### src/rtl/pbseq_pkg.sv
package pbseq_pkg;
  typedef enum logic [2:0] {
    S_OFF     = 3'd0,
    S_PRIMARY = 3'd1,
    S_BOOTRST = 3'd2,
    S_BOOTRUN = 3'd3,
    S_RUN     = 3'd4,
    S_MRHOLD  = 3'd5,
    S_MRWAIT  = 3'd6
  } seq_state_t;

  localparam int NUM_RAILS = 7;
  localparam int NUM_AUX   = 2;
endpackage

### src/rtl/pbseq_sync.sv
module pbseq_sync #(
  parameter int          WIDTH   = 1,
  parameter logic [31:0] RST_VAL = '0
) (
  input  logic             clk,
  input  logic             rst_n,
  input  logic [WIDTH-1:0] d,
  output logic [WIDTH-1:0] q
);
  for (genvar i = 0; i < WIDTH; i++) begin : g_bit
    logic meta_q;
    logic stab_q;
    always_ff @(posedge clk or negedge rst_n) begin
      if (!rst_n) begin
        meta_q <= RST_VAL[i];
        stab_q <= RST_VAL[i];
      end else begin
        meta_q <= d[i];
        stab_q <= meta_q;
      end
    end
    assign q[i] = stab_q;
  end
endmodule

### src/rtl/pbseq_debounce.sv
module pbseq_debounce #(
  parameter int CYCLES = 4
) (
  input  logic clk,
  input  logic rst_n,
  input  logic raw_n,
  output logic pressed
);
  localparam int CW = $clog2(CYCLES + 1);
  localparam logic [CW-1:0] LAST = CW'(CYCLES - 1);

  logic          pressed_q, pressed_d;
  logic [CW-1:0] cnt_q, cnt_d;
  logic          cnt_en;

  always_comb begin
    pressed_d = pressed_q;
    cnt_d     = '0;
    cnt_en    = 1'b0;
    if (!raw_n != pressed_q) begin
      cnt_en = 1'b1;
      if (cnt_q == LAST) begin
        pressed_d = !raw_n;
        cnt_d     = '0;
      end else begin
        cnt_d = cnt_q + 1'b1;
      end
    end else if (cnt_q != '0) begin
      cnt_en = 1'b1;
    end
  end

  always_ff @(posedge clk or negedge rst_n) begin
    if (!rst_n) begin
      pressed_q <= 1'b0;
      cnt_q     <= '0;
    end else begin
      pressed_q <= pressed_d;
      if (cnt_en) cnt_q <= cnt_d;
    end
  end

  assign pressed = pressed_q;
endmodule

### src/rtl/pbseq_timer.sv
module pbseq_timer #(
  parameter int CYCLES = 32
) (
  input  logic clk,
  input  logic rst_n,
  input  logic start,
  output logic expired
);
  localparam int CW = $clog2(CYCLES + 1);
  localparam logic [CW-1:0] LOAD = CW'(CYCLES - 1);

  logic          busy_q, busy_d;
  logic [CW-1:0] cnt_q, cnt_d;
  logic          cnt_en;

  always_comb begin
    busy_d = busy_q;
    cnt_d  = cnt_q;
    cnt_en = 1'b0;
    if (start) begin
      busy_d = 1'b1;
      cnt_d  = LOAD;
      cnt_en = 1'b1;
    end else if (busy_q) begin
      if (cnt_q == '0) begin
        busy_d = 1'b0;
      end else begin
        cnt_d  = cnt_q - 1'b1;
        cnt_en = 1'b1;
      end
    end
  end

  always_ff @(posedge clk or negedge rst_n) begin
    if (!rst_n) begin
      busy_q <= 1'b0;
      cnt_q  <= '0;
    end else begin
      busy_q <= busy_d;
      if (cnt_en) cnt_q <= cnt_d;
    end
  end

  assign expired = busy_q && (cnt_q == '0);
endmodule

### src/rtl/pbseq_fsm.sv
module pbseq_fsm
  import pbseq_pkg::*;
#(
  parameter int MR_CYCLES = 64
) (
  input  logic       clk,
  input  logic       rst_n,
  input  logic       btn,
  input  logic       chg,
  input  logic       pg1,
  input  logic       hold,
  input  logic       en,
  input  logic       tmr_expired,
  output logic       tmr_start,
  output seq_state_t state
);
  localparam int MW = $clog2(MR_CYCLES + 1);
  localparam logic [MW-1:0] MR_LAST = MW'(MR_CYCLES - 1);

  seq_state_t    state_q, state_d;
  logic [MW-1:0] mr_q, mr_d;
  logic          mr_en;
  logic          chg_q;
  logic          chg_rise, claim, trig;

  assign chg_rise = chg && !chg_q;
  assign claim    = hold || en;
  assign trig     = btn || chg;

  always_comb begin
    state_d   = state_q;
    tmr_start = 1'b0;
    unique case (state_q)
      S_OFF: begin
        if (btn || chg_rise) state_d = S_PRIMARY;
      end
      S_PRIMARY: begin
        if (!trig && !claim) begin
          state_d = S_OFF;
        end else if (pg1) begin
          state_d   = S_BOOTRST;
          tmr_start = 1'b1;
        end
      end
      S_BOOTRST: begin
        if (!trig && !claim) begin
          state_d = S_OFF;
        end else if (tmr_expired) begin
          if (pg1) state_d = S_BOOTRUN;
          else     tmr_start = 1'b1;
        end
      end
      S_BOOTRUN: begin
        if (!trig) state_d = claim ? S_RUN : S_OFF;
      end
      S_RUN: begin
        if (!claim)                     state_d = S_OFF;
        else if (btn && mr_q == MR_LAST) state_d = S_MRHOLD;
      end
      S_MRHOLD: begin
        if (!claim) begin
          state_d = S_OFF;
        end else if (!btn) begin
          state_d   = S_MRWAIT;
          tmr_start = 1'b1;
        end
      end
      S_MRWAIT: begin
        if (!claim)           state_d = S_OFF;
        else if (btn)         state_d = S_MRHOLD;
        else if (tmr_expired) state_d = S_RUN;
      end
      default: state_d = S_OFF;
    endcase
  end

  // long-press counter, active only in normal operation
  always_comb begin
    mr_d  = '0;
    mr_en = 1'b0;
    if (state_q == S_RUN && btn) begin
      mr_en = (mr_q != MR_LAST);
      mr_d  = mr_q + 1'b1;
    end else if (mr_q != '0) begin
      mr_en = 1'b1;
    end
  end

  always_ff @(posedge clk or negedge rst_n) begin
    if (!rst_n) begin
      state_q <= S_OFF;
      mr_q    <= '0;
      chg_q   <= 1'b0;
    end else begin
      state_q <= state_d;
      chg_q   <= chg;
      if (mr_en) mr_q <= mr_d;
    end
  end

  assign state = state_q;
endmodule

### src/rtl/pbseq_top.sv
module pbseq_top
  import pbseq_pkg::*;
#(
  parameter int DEB_CYCLES = 4,
  parameter int RST_CYCLES = 32,
  parameter int MR_CYCLES  = 64
) (
  input  logic       clk,
  input  logic       rst_n,
  input  logic       pb_n,
  input  logic       chg_valid,
  input  logic       rail1_pgood,
  input  logic       cpu_hold,
  input  logic       cpu_enable,
  input  logic [1:0] aux_rail_req,
  output logic [6:0] rail_en,
  output logic       cpu_rst_n,
  output logic       pb_stat_n
);
  localparam int SW = 5 + NUM_AUX;

  logic [SW-1:0] raw_in, syn_in;
  logic          pb_s, chg_s, pg1_s, hold_s, en_s;
  logic [NUM_AUX-1:0] aux_s;
  logic          btn, tmr_start, tmr_expired;
  seq_state_t    state;
  logic          st_on, st_sec, st_cpu, st_norm;

  assign raw_in = {aux_rail_req, cpu_enable, cpu_hold, rail1_pgood, chg_valid, pb_n};

  pbseq_sync #(.WIDTH(SW), .RST_VAL(32'd1)) u_sync (
    .clk(clk), .rst_n(rst_n), .d(raw_in), .q(syn_in)
  );

  assign {aux_s, en_s, hold_s, pg1_s, chg_s, pb_s} = syn_in;

  pbseq_debounce #(.CYCLES(DEB_CYCLES)) u_deb (
    .clk(clk), .rst_n(rst_n), .raw_n(pb_s), .pressed(btn)
  );

  pbseq_timer #(.CYCLES(RST_CYCLES)) u_tmr (
    .clk(clk), .rst_n(rst_n), .start(tmr_start), .expired(tmr_expired)
  );

  pbseq_fsm #(.MR_CYCLES(MR_CYCLES)) u_fsm (
    .clk(clk), .rst_n(rst_n), .btn(btn), .chg(chg_s), .pg1(pg1_s),
    .hold(hold_s), .en(en_s), .tmr_expired(tmr_expired),
    .tmr_start(tmr_start), .state(state)
  );

  assign st_on   = (state != S_OFF);
  assign st_sec  = st_on && (state != S_PRIMARY);
  assign st_cpu  = st_sec && (state != S_BOOTRST);
  assign st_norm = (state == S_RUN) || (state == S_MRHOLD) || (state == S_MRWAIT);

  assign rail_en[0]   = st_on;
  assign rail_en[1]   = st_sec;
  assign rail_en[2]   = st_cpu && en_s;
  assign rail_en[3]   = st_cpu && en_s;
  assign rail_en[4]   = st_sec;
  assign rail_en[6:5] = aux_s & {NUM_AUX{st_on}};

  assign cpu_rst_n = (state == S_BOOTRUN) || (state == S_RUN);
  assign pb_stat_n = !(btn && st_norm);
endmodule

### config.mk
export PLATFORM = sky130hd
export DESIGN_NAME = pbseq_top
export DESIGN_NICKNAME = d
export VERILOG_FILES = /design/src/rtl/pbseq_pkg.sv /design/src/rtl/pbseq_sync.sv /design/src/rtl/pbseq_debounce.sv /design/src/rtl/pbseq_timer.sv /design/src/rtl/pbseq_fsm.sv /design/src/rtl/pbseq_top.sv
export SDC_FILE = /design/constraint.sdc
export NUM_CORES = 1
export LEC_CHECK = 0
export BUFFER_PORTS_ARGS = -buffer_cell sky130_fd_sc_hd__buf_2
export CAP_MARGIN = 20
export CORE_UTILIZATION = 32
export CTS_BUF_LIST = sky130_fd_sc_hd__clkbuf_4
export DETAILED_ROUTE_END_ITERATION = 10
export MAX_ROUTING_LAYER = met4
export PLACE_DENSITY_LB_ADDON = 0.15
export SLEW_MARGIN = 20
export SYNTH_ARGS = -nofsm -noshare
export SYNTH_HDL_FRONTEND = slang
export SYNTH_SLANG_ARGS = --single-unit
### constraint.sdc
create_clock -name clk -period 3 [get_ports clk]
set_input_delay 0.6 -clock clk [delete_from_list [all_inputs] [get_ports clk]]
set_output_delay 0.6 -clock clk [all_outputs]
set_load 0.01 [all_outputs]
# Word level (Yosys, flattened, before mapping)
# Cells that the tools add are included.
[totals] regBits=36 latch_bits=0 ramBits=0 romBits=0 inputBits=9 out_inout_bits=9 wordCells=112 memories=0
[op_classes] n_addsub=3 multipliers=0 div=0 order_cmp=0 n_eq_ne=21 n_shift=0 n_mux=37 bitwise=1 reduce_logical=29
[op_table] op="3-bit 2-to-1 mux" n=17
[op_table] op="3-bit one-hot mux with 7 select lines" n=1
[op_table] op="6-bit 2-to-1 mux" n=3
[op_table] op="1-bit 2-to-1 mux" n=14
[op_table] op="3-bit by 2-bit inequality test with 1-bit output (second input constant)" n=4
[op_table] op="3-bit by 2-bit equality test with 1-bit output (second input constant)" n=3
[op_table] op="3-bit equality test (second input constant)" n=3
[op_table] op="1-bit logical AND" n=9
[op_table] op="8-bit AND reduction" n=1
[op_table] op="7-bit by 1-bit adder with 7-bit output (second input constant)" n=1
[op_table] op="7-bit by 6-bit equality test with 1-bit output (second input constant)" n=1
[op_table] op="7-bit 2-to-1 mux" n=1
[op_table] op="7-bit by 6-bit inequality test with 1-bit output (second input constant)" n=1
[op_table] op="7-bit nonzero test" n=1
[op_table] op="6-bit zero test" n=1
[op_table] op="1-bit logical OR" n=6
[op_table] op="3-bit inequality test (second input constant)" n=2
[op_table] op="3-bit nonzero test" n=2
[op_table] op="6-bit by 1-bit subtractor with 6-bit output (second input constant)" n=1
[op_table] op="1-bit zero test" n=5
[op_table] op="2-bit inequality test (second input constant)" n=2
[op_table] op="4-bit inequality test (second input constant)" n=1
[op_table] op="3-bit by 1-bit adder with 3-bit output (second input constant)" n=1
[op_table] op="3-bit by 1-bit equality test with 1-bit output (second input constant)" n=1
[op_table] op="other kinds (9)" n=9

# Longest topological paths before layout
[logic_depth] ltp_word=7 ltp_mapped=7

# Hierarchy
# A second synthesis with hierarchy kept.
[hier_totals] hier_cells=185 hier_area_um2=1903.1
[modules_own_cells] mod="pbseq_fsm" n_inst=1 cells_per_inst=86 area_per_inst_um2=750.7 seq_area_each_um2=275.3
[modules_own_cells] mod="pbseq_timer" n_inst=1 cells_per_inst=45 area_per_inst_um2=442.9 seq_area_each_um2=175.2
[modules_own_cells] mod="pbseq_sync" n_inst=1 cells_per_inst=21 area_per_inst_um2=405.4 seq_area_each_um2=352.8
[modules_own_cells] mod="pbseq_debounce" n_inst=1 cells_per_inst=19 area_per_inst_um2=207.7 seq_area_each_um2=100.1
[modules_own_cells] mod="pbseq_top" n_inst=1 cells_per_inst=14 area_per_inst_um2=96.3 seq_area_each_um2=0.0

# Worst setup path after synthesis
# OpenSTA, ideal clock, no wires.
[synth_timing] kind="reg-to-output" start="register u_fsm.state_q[2] (netlist: u_fsm.state[2])" end="output rail_en[3]" arrival_time_ps=1147 t_required_ps=2400 setup_slack_ps=1253 stages_incl_launch_ff=6 n_path_buf=3 cell_sequence="dfrtp_1 -> buf_4 -> clkbuf_1 -> a21oi_1 -> nor2b_1 -> buf_4"
[synth_via] elab_chain_cells=4 elab_cells_between_ends=6
[synth_lines] item="start: declaration" line="pbseq_fsm.sv:20" rtl="seq_state_t state_q, state_d;"
[synth_lines] item="start signal: assignment" line="pbseq_fsm.sv:95" rtl="state_q <= state_d;"
[synth_lines] item="3-bit by 1-bit inequality test with 1-bit output / 3-bit nonzero test (equally long branches)" line="pbseq_top.sv:52, pbseq_top.sv:51"
[synth_lines] item="1-bit logical AND" line="pbseq_top.sv:52" rtl="assign st_sec = st_on && (state != S_PRIMARY);"
[synth_lines] item="1-bit logical AND (*)" line="pbseq_top.sv:53" rtl="assign st_cpu = st_sec && (state != S_BOOTRST);"
[synth_lines] item="1-bit logical AND (*)"
[synth_lines] item="end: declaration" line="pbseq_top.sv:16" rtl="output logic [6:0] rail_en,"
# Mark *: on every way between the ends. The rest lies on a longest branch, timed or not.

# Final worst setup path
[layout_timing] start="register u_fsm.state_q[2] (netlist: u_fsm.state[2])" end="output rail_en[6]"
[layout_via] elab_chain_cells=2
[layout_lines] item="3-bit nonzero test" line="pbseq_top.sv:51" rtl="assign st_on = (state != S_OFF);"
[layout_lines] item="2-bit bitwise AND" line="pbseq_top.sv:61" rtl="assign rail_en[6:5] = aux_s & {NUM_AUX{st_on}};"
# No other way between the ends.

==> impl_metrics.json <==
{
  "status": "finished clean",
  "ios": 18,
  "synthArstFlopShare_pct": 100.0,
  "firstDrtPassIters": 4,
  "hold_viol_final": 0,
  "synth-xor-area-share_pct": 4.490,
  "layout_commonest_cell": "dfrtp_1",
  "grt_max_degree": 37,
  "synth_simple_gate_area_share_pct": 20.17,
  "synth.area.mux_share_pct": 0,
  "final_cell_mix": "dfrtp_1, buf_2, nand2_1",
  "diodes": 0,
  "crit_fanout": 19,
  "clock_skew_ns": 0.005958,
  "synth_edf_count": 0,
  "slew_headroom_pct": 47.50,
  "maxCapViolations": 0,
  "synth_area_leaders": "dfrtp_1, ha_1, buf_4, dfstp_2, xnor2_1",
  "fin_area_sq_um": 1944,
  "finalCritPeriodShare_pct": 74.62,
  "grt_overflow_total": 0,
  "cts_sinks": 36,
  "ant_nets": 0,
  "ys.flop_type": "dfrtp_1",
  "die_w_um": 76.07,
  "core_area_sq_um": 5205,
  "cp_data_arrival_time_ns": 1.64,
  "synth_top_area_share_pct": 48.47,
  "post-route-min-period_ns": 2.239,
  "cts_resized": 0,
  "initialDrtViolationCount": 52,
  "seqPwrFrac_pct": 43.0,
  "peakVddDrop_mv": 0.2706,
  "path_class": "reg -> out",
  "dpl.cell_count": 246,
  "synth_top_family_by_area": "simple AND/OR/NAND/NOR gates",
  "synthDistinctLibCells": 46,
  "port_buffers": 17,
  "fin_cells": 254,
  "cts_buffers": 5,
  "end_kind": "primary output",
  "p_comb_share_pct": 37.3,
  "wl_met2_mm": 1.440,
  "rsz0062_at_grt": "no",
  "clkPwrFrac_pct": 19.7,
  "h-tree-depth": 2,
  "antenna_found_initial": 0,
  "p_leak_uw": 0.0008586,
  "wl_per_cell_um": 12.40,
  "initial_utilization_pct": 33.73,
  "cts.clk_slew.worst_paths_ns": 0.11,
  "p_int_uw": 1057,
  "register_area_sq_um": 903.4,
  "switching_power_uw": 653.8,
  "synth_nets": 183,
  "p_sw_share_pct": 38.21,
  "top_layer": "met4",
  "rows": 26,
  "vias": 1251,
  "ys_seq_elements": 36,
  "grt_pass1_vias": 1214,
  "drcViolationCount": 0,
  "r2r_slack_ns": 1.17,
  "cts_tree": "built",
  "layout_setup_ws_ns": 0.7614,
  "wirelength_mm": 3.149,
  "cts_buffer_depth": 2,
  "hold_buffers": 0,
  "synth_warnings": 0,
  "fin_hold_ws_ns": 0.3204,
  "synth_top_area_cell": "dfrtp_1",
  "tightestPinTransition_ns": 0.7875,
  "place_congestion": 0.8482,
  "die_y_um": 76.07,
  "tns_ns": 0,
  "route.met3.wl_um": 147,
  "grt_first_pass_wirelength_mm": 5.540,
  "routed_via_density": 4.925,
  "synthAdderAreaFrac_pct": 4.277,
  "netlist_instances": 168,
  "worstSkewPairLatency_ns": 0.34,
  "wirelength_met1_mm": 1.510,
  "cp_data_required_time_ns": 2.40,
  "min_path_type": "in -> async",
  "cp-start-kind": "register",
  "drive_gt1_share_pct": 19.02,
  "track_usage_pct": 12.36,
  "dp_slack_ns": 1.158,
  "place_area_sq_um": 1864,
  "power.density_nw_per_um2": 880.1,
  "root_buffer": "clkbuf_4",
  "setup_violations": 0,
  "cts_setup_buffers": 0,
  "place_hpwl_mm": 2.195,
  "final_max_slew_viol_count": 0,
  "seq_area_frac_synth_pct": 51.46,
  "synth_compound_area_share_pct": 13.61,
  "post_synth.cell_area_avg_sq_um": 10.45,
  "syn_area_sq_um": 1755,
  "dieArea_sq_um": 5786,
  "multi_input_comb_area_sq_um": 747.0,
  "fillCellCount": 554,
  "area_growth_pct": 10.76,
  "fmax_mhz": 446.7,
  "layout.nets": 198
}
==> sequential cells by signal (all words and copies together), names as in the netlist <==
signal and flops:
u_fsm.state 3, u_deb.pressed 1, u_sync.g_bit.stab_q 7, u_fsm.chg_q 1, u_deb.cnt_q 3, u_tmr.busy_q 1
u_fsm.mr_q 7, u_sync.g_bit.meta_q 7, u_tmr.cnt_q 6
==> power by group through the flow <==
stage	Combinational (uW)	Clock [uW]	Sequential, uW
after floorplan	622	0	655
after global placement	624	0	737
after detailed placement	644	0	742
after CTS	649	355	733
after global routing	730	373	759
final	638	338	736
==> worst max-delay path: stages, from the launching register on <==
cell,delay [ns]
dfrtp_1,0.59
or3_1,0.41
and2_1,0.16
buf_2,0.13
==> per-stage QoR <==
stage                     total power [uW]  utilization [%]
after floorplan                       1277                -
after global placement                1361            35.82
after detailed placement              1387            35.82
after CTS                             1736            37.36
after global routing                  1862            37.36
final                                 1711            37.36
==> logic make-up after synthesis <==
family / after synthesis
XOR/XNOR: 9
buffers and inverters: 20
adder cells (fa/ha/maj): 6
flip-flops: 36
AND/OR/NAND/NOR: 64
AO/OA/AOI/OAI: 33
==> metal layers <==
metal  vias to the layer above  global-route usage [%]
li1                        620                       -
met1                       589                   15.35
met2                        33                   18.82
met3                         9                   3.593
met4                         0                   5.192
met5                         -                       -
==> layout make-up <==
| cell class | count | share of cell area (%) |
|---|---|---|
| clock buffers | 5 | 1.931 |
| repair buffers | 17 | 4.376 |
| well taps | 70 | 4.505 |
| clock inverters | 3 | 2.188 |
| flip-flops and latches | 36 | 46.46 |
| multi-input cells | 112 | 38.42 |
| inverters | 11 | 2.124 |
==> cell usage after synthesis (4+ instances only) <==
cell type	count
o21ai_0	4
inv_1	11
ha_1	6
xnor2_1	6
nor4_1	5
nand3_1	7
dfrtp_1	34
nand2_1	13
nor2_1	11
a21oi_1	7
buf_4	8
==> worst paths after layout <==
kind,start,cells past startpoint,end
max,u_fsm.state[2],3,rail_en[6]
min,rst_n,1,u_sync.g_bit[5].stab_q
max reg2reg,u_tmr.cnt_q[2],5,u_tmr.cnt_q[5]
min reg2reg,u_sync.g_bit[3].meta_q,0,u_sync.g_bit[3].stab_q
max in group asynchronous,rst_n,1,u_sync.g_bit[5].meta_q
min in group clk,pb_n,1,u_sync.g_bit[0].meta_q
(Power assumes the default switching activity.)
